### src/rtl/dco_otw_pkg.sv
package dco_otw_pkg;
  typedef enum logic [1:0] {
    MODE_PVT  = 2'b00,
    MODE_ACQ  = 2'b01,
    MODE_TRK  = 2'b10,
    MODE_HOLD = 2'b11
  } bank_mode_e;

  localparam int DITH_W = 3;
endpackage

### src/rtl/otw_bank_reg.sv
module otw_bank_reg #(
  parameter int W = 8
) (
  input  logic                clk,
  input  logic                rst_n,
  input  logic                load,
  input  logic signed [W-1:0] word,
  output logic        [W-1:0] code
);
  localparam logic [W-1:0] MID = {1'b1, {(W-1){1'b0}}};

  logic [W-1:0] code_d;

  // offset binary: flipping the sign bit adds 2^(W-1)
  always_comb begin
    code_d = code;
    if (load) code_d = {~word[W-1], word[W-2:0]};
  end

  always_ff @(posedge clk or negedge rst_n) begin
    if (!rst_n) code <= MID;
    else        code <= code_d;
  end
endmodule

### src/rtl/otw_therm_enc.sv
module otw_therm_enc #(
  parameter int W = 4
) (
  input  logic [W-1:0]        code,
  output logic [(1<<W)-2:0]   therm
);
  localparam int N = (1 << W) - 1;

  for (genvar i = 0; i < N; i++) begin : g_line
    assign therm[i] = (code > W'(i));
  end
endmodule

### src/rtl/otw_mash2.sv
module otw_mash2 #(
  parameter int FW = 8
) (
  input  logic                clk,
  input  logic                rst_n,
  input  logic                en,
  input  logic [FW-1:0]       frac,
  output logic signed [2:0]   dith
);
  logic [FW-1:0]      acc1, acc2, acc1_d, acc2_d;
  logic               c2_q, c2_d;
  logic signed [2:0]  dith_d;
  logic [FW:0]        sum1, sum2;

  always_comb begin
    sum1   = {1'b0, acc1} + {1'b0, frac};
    sum2   = {1'b0, acc2} + {1'b0, sum1[FW-1:0]};
    acc1_d = acc1;
    acc2_d = acc2;
    c2_d   = c2_q;
    dith_d = 3'sd0;
    if (en) begin
      acc1_d = sum1[FW-1:0];
      acc2_d = sum2[FW-1:0];
      c2_d   = sum2[FW];
      dith_d = $signed({2'b00, sum1[FW]}) + $signed({2'b00, sum2[FW]})
             - $signed({2'b00, c2_q});
    end
  end

  always_ff @(posedge clk or negedge rst_n) begin
    if (!rst_n) begin
      acc1 <= '0;
      acc2 <= '0;
      c2_q <= 1'b0;
      dith <= 3'sd0;
    end else begin
      acc1 <= acc1_d;
      acc2 <= acc2_d;
      c2_q <= c2_d;
      dith <= dith_d;
    end
  end
endmodule

### src/rtl/dco_otw_cond.sv
module dco_otw_cond #(
  parameter int PVT_W  = 8,
  parameter int ACQ_W  = 5,
  parameter int TI_W   = 4,
  parameter int FRAC_W = 8
) (
  input  logic                       clk,
  input  logic                       rst_n,
  input  logic [1:0]                 mode,
  input  logic                       ref_tick,
  input  logic signed [PVT_W-1:0]    pvt_word,
  input  logic signed [ACQ_W-1:0]    acq_word,
  input  logic signed [TI_W-1:0]     trk_int_word,
  input  logic [FRAC_W-1:0]          trk_frac_word,
  output logic [PVT_W-1:0]           pvt_code,
  output logic [(1<<ACQ_W)-2:0]      acq_therm,
  output logic [(1<<TI_W)-2:0]       trk_therm
);
  import dco_otw_pkg::*;

  localparam int TI_N  = (1 << TI_W) - 1;
  localparam int SUM_W = TI_W + 3;

  logic              ld_pvt, ld_acq, ld_trk, mash_en;
  logic [ACQ_W-1:0]  acq_code;
  logic [TI_W-1:0]   ti_code, trk_code;
  logic [FRAC_W-1:0] frac_q, frac_d;
  logic signed [2:0] dith;
  logic signed [SUM_W-1:0] ti_sum;

  always_comb begin
    ld_pvt  = ref_tick && (mode == MODE_PVT);
    ld_acq  = ref_tick && (mode == MODE_ACQ);
    ld_trk  = ref_tick && (mode == MODE_TRK);
    mash_en = (mode == MODE_TRK);
  end

  otw_bank_reg #(.W(PVT_W)) i_pvt_reg (
    .clk(clk), .rst_n(rst_n), .load(ld_pvt), .word(pvt_word), .code(pvt_code));

  otw_bank_reg #(.W(ACQ_W)) i_acq_reg (
    .clk(clk), .rst_n(rst_n), .load(ld_acq), .word(acq_word), .code(acq_code));

  otw_bank_reg #(.W(TI_W)) i_ti_reg (
    .clk(clk), .rst_n(rst_n), .load(ld_trk), .word(trk_int_word), .code(ti_code));

  always_comb begin
    frac_d = frac_q;
    if (ld_trk) frac_d = trk_frac_word;
  end

  always_ff @(posedge clk or negedge rst_n) begin
    if (!rst_n) frac_q <= '0;
    else        frac_q <= frac_d;
  end

  otw_mash2 #(.FW(FRAC_W)) i_mash (
    .clk(clk), .rst_n(rst_n), .en(mash_en), .frac(frac_q), .dith(dith));

  // integer code plus dither, clamped to the unit-weighted range
  always_comb begin
    ti_sum = $signed({3'b000, ti_code}) + $signed({{TI_W{dith[2]}}, dith});
    if (ti_sum < 0)
      trk_code = '0;
    else if (ti_sum > $signed(SUM_W'(TI_N)))
      trk_code = TI_W'(TI_N);
    else
      trk_code = ti_sum[TI_W-1:0];
  end

  otw_therm_enc #(.W(ACQ_W)) i_acq_enc (.code(acq_code), .therm(acq_therm));
  otw_therm_enc #(.W(TI_W))  i_trk_enc (.code(trk_code), .therm(trk_therm));
endmodule

### config.mk
export PLATFORM = sky130hd
export DESIGN_NAME = dco_otw_cond
export DESIGN_NICKNAME = d
export VERILOG_FILES = /design/src/rtl/dco_otw_pkg.sv /design/src/rtl/otw_bank_reg.sv /design/src/rtl/otw_therm_enc.sv /design/src/rtl/otw_mash2.sv /design/src/rtl/dco_otw_cond.sv
export SDC_FILE = /design/constraint.sdc
export NUM_CORES = 1
export LEC_CHECK = 0
export BUFFER_PORTS_ARGS = -buffer_cell sky130_fd_sc_hd__buf_2
export CORE_MARGIN = 1
export CORE_UTILIZATION = 30
export DETAILED_ROUTE_END_ITERATION = 10
export GPL_TIMING_DRIVEN = 0
export SYNTH_ARGS = -nofsm -noshare
export SYNTH_HDL_FRONTEND = slang
export SYNTH_SLANG_ARGS = --single-unit
### constraint.sdc
create_clock -name clk -period 6.4 [get_ports clk]
set_clock_uncertainty 0.1 [all_clocks]
set_input_delay 1.28 -clock clk [delete_from_list [all_inputs] [get_ports clk]]
set_output_delay 1.28 -clock clk [all_outputs]
set_load 0.01 [all_outputs]
==> results.md <==
* Final Hold Fails at 0
* Max Clock Freq at 242.1 MHz
* Row cnt at 36
* Initial antenna violation count at 0
* Sw Share at 45.52%
* Post-synthesis mux area share at 9.021%
* Post-CTS Resized at 0
* Combinational power share at 66.9%
* Data required, critical path at 5.02 ns
* Vias in the first global route at 2551
* Port bufs at 83
* Routed vias at 2704
* Via density per instance at 4.846
* Sequential power share at 21.8%
* Cells after DPL at 550
* Critical Path AT at 2.75 ns
* Post-synth ARST share at 100.0%
* Routability cong. at 0.7566
* Layout Cells excl Fill at 558
* Hold WS at 0.3834 ns
* Detail Route Antenna Nets at 0
* Synth area leader: dfrtp_1
* CP endpoint: trk_therm[2]
* Main flop type after synthesis: dfrtp_1
* Core Region at 9910 sq um
* Min-Delay Path Class: reg -> reg
* Crit path time final at 4.131 ns
* DRT Pass-1 Iters at 4
* Max Transition Viols Final at 0
* Synth unique cells at 52
* Fill cells at 1044
* DP Worst Slack at 2.625 ns
* # DRC at 0
* DRT iter0 DRCs at 112
* Worst-case clock buffer depth at 2
* Yosys warning count at 0
* R2R Setup Slk at 2.74 ns
* Slew @ Worst Pin at 1.018 ns
* RR Endpoint: i_mash.dith[1]
* Initial core utilization at 31.35%
* Power Density at 525.1 nW/um^2
* Setup TNS at 0 ns
* H-tree depth at 2
* Worst vdd ir at 0.2132 mV
* Largest net degree at the start of global routing at 46
* Synth Area in Simple Gates at 16.55%
* Part of the cycle the worst path needs at 64.55%
* Fin worst setup slack at 2.269 ns
* Critical path class: reg -> out
* Critical Path Start Type: flop
* Slew headroom at 32.11%
* Critical Path Start: i_mash.dith[2]
* Clk root buf: clkbuf_8
* Post-detail-place hpwl at 5.519 mm
* Net Sw Power at 0.0009102 W
* CTS tree: done
* CP Max Fanout at 10
* Post-synthesis average cell area at 9.302 sq um
* Final net count at 481
* CP endpoint kind: primary output
* Internal power at 0.001090 W
* Worst R2R Start: frac_q[0]
* Post-Route WL at 7.008 mm
* Synthesis-to-layout area growth at 22.59%
* Routed len/inst at 12.56 um
* Setup Buffers After CTS at 0
* Core Util, Final at 38.43%
* Layout cells sized above 1 at 31.29%
* Worst r2r path cells at 15
* Largest family of logic cells by synthesized area: compound AO/OA/AOI/OAI gates
* Total of max-cap violations at 0
* Syn nets at 391
* Post-synthesis compound-gate area fraction at 20.10%
* RSZ-0062 raised after global routing: no
* # diodes at 0
* Share of the yosys chip area belonging to registers at 36.37%
* Die Width at 103.8 um
* Outcome: finished clean
* Num CTS Buffers at 5
* Netlist Area Pre-Place at 3107 sq um
* Clock transition at path regs at 0.08 ns
* Post-CTS Hold Fix Bufs at 0
* CTS sink cnt at 45
* Synth Area in XOR/XNOR at 2.819%
* EDFF count, synth at 0
* Post-synthesis adder-cell area fraction at 11.60%
* Final Setup Violations at 0
* Synthesized instance count at 334
* Post-synth top area share at 33.83%
* First-pass GRT wire length at 12.07 mm
* All-Layer GR Usage at 13.24%
* Die height at 103.8 um
* Synth top area cells: dfrtp_1 (34%), ha_1 (9.7%), mux2_2 (8.3%), nand2_1 (5.8%), nor2_1 (3.0%)
* Clock Latency Late Sink at 0.30 ns
* Clock share of power at 11.2%
* Grt ovf at 0
* Leakage at 1.844 nW
* I/O pins at 84
* Yosys reg bits at 45
* Die area at 10770 sq um
## kinds of logic after synthesis
kind of cell | after synthesis
and+or+nand+nor | 108
AOI/OAI and AO/OA | 90
DFF | 45
buffers and inverters | 29
adders and majority gates | 27
muxes | 25
xor gates and xnor gates | 10
## sequential cells by signal, indices dropped and copies added, names as in the netlist
name and flops:
i_pvt_reg.code 8, i_acq_reg.code 5, i_mash.acc1 8, i_mash.acc2 8, i_ti_reg.code 4, i_mash.c2_q 1
frac_q 8, i_mash.dith 3
## critical path, cell delays in order, from the launching register on
cell and delay (ns):
dfrtp_1 0.51, ha_1 0.45, or2_1 0.30, a31oi_1 0.27, mux2_1 0.38, nor4_1 0.29
a22oi_1 0.11, buf_2 0.16
## cells in the mapped netlist, drive strengths merged (8+ instances only)
master,n
mux2,24
nand2,48
and2,9
o21bai,8
nor2,25
o21ai,22
clkbuf,10
ha,24
a21oi,19
dfrtp,42
nor3,9
inv,18
## per-layer routing
| metal | GRT usage [%] | vias to the layer above | wire (um) |
|---|---|---|---|
| met5 | 0 | - | 0 |
| met4 | 2.449 | 0 | 51 |
| met3 | 1.825 | 7 | 201 |
| met2 | 24.35 | 53 | 3611 |
| met1 | 16.53 | 1289 | 3144 |
| li1 | - | 1355 | - |
## worst min path at each step
| stage | slack (ns) | startpoint | cells past startpoint | to |
|---|---|---|---|---|
| 6_report | 0.38 | i_mash.acc1[0] | 2 | i_mash.acc1[0] |
| 5_1_grt | 0.41 | i_mash.acc1[2] | 2 | i_mash.acc1[2] |
| 4_1_cts | 0.39 | i_pvt_reg.code[7] | 2 | i_pvt_reg.code[7] |
| 3_5_place_dp | 0.36 | i_pvt_reg.code[7] | 2 | i_pvt_reg.code[7] |
| 3_3_place_gp | 0.36 | i_pvt_reg.code[7] | 2 | i_pvt_reg.code[7] |
| 2_1_floorplan | 0.35 | i_mash.acc1[0] | 2 | i_mash.acc1[0] |
## stage by stage
step / instance area (sq um) / total power (W)
6_report: 3809 / 0.002000
5_1_grt: 3809 / 0.002208
4_1_cts: 3809 / 0.002013
3_5_place_dp: 3689 / 0.001780
3_3_place_gp: 3689 / 0.001746
2_1_floorplan: 3107 / 0.001440
## placed cells by master, fill, tap and decap left out, types with 2 or more instances in the layout
cell type   n
nor2_1     25
dfrtp_1    42
o21ai_1     4
o21ai_0    17
a21o_1      5
nor3_4      2
nand2_1    48
a211o_1     2
nor2b_1     3
ha_1       24
o21a_1      4
a31oi_1     4
nand2b_1    4
nand3_1     2
o211ai_1    3
xor2_1      5
a31o_2      3
a211oi_1    2
a21boi_0    5
fa_1        3
o21bai_1    8
a2111oi_2   2
dfstp_2     3
nand3b_1    2
buf_2      83
and2_1      8
mux2_2     23
nor3_1      7
o31ai_1     3
a21oi_1    18
nor4_1      2
clkbuf_1    9
clkbuf_8    6
inv_1      18
xnor2_1     5
## power by group through the flow
stage / combinational [W] / clock, W / sequential, W
2_1_floorplan: 0.00101 / 0 / 0.000432
3_3_place_gp: 0.00131 / 0 / 0.000439
3_5_place_dp: 0.00134 / 0 / 0.000443
4_1_cts: 0.00134 / 0.000233 / 0.000438
5_1_grt: 0.00151 / 0.000245 / 0.000450
6_report: 0.00134 / 0.000225 / 0.000437
## layout make-up
class	instances	area, sq um	share of cell area (%)
multi-input combinational	260	1867	49.01
sequential	45	1130	29.66
timing repair buffer	83	415.4	10.91
tap	133	166.4	4.369
clock buffer	6	82.58	2.168
inverter	18	67.56	1.774
buffer	11	42.54	1.117
clock inverter	2	37.54	0.9855
Power figures use the tool's default switching activity.
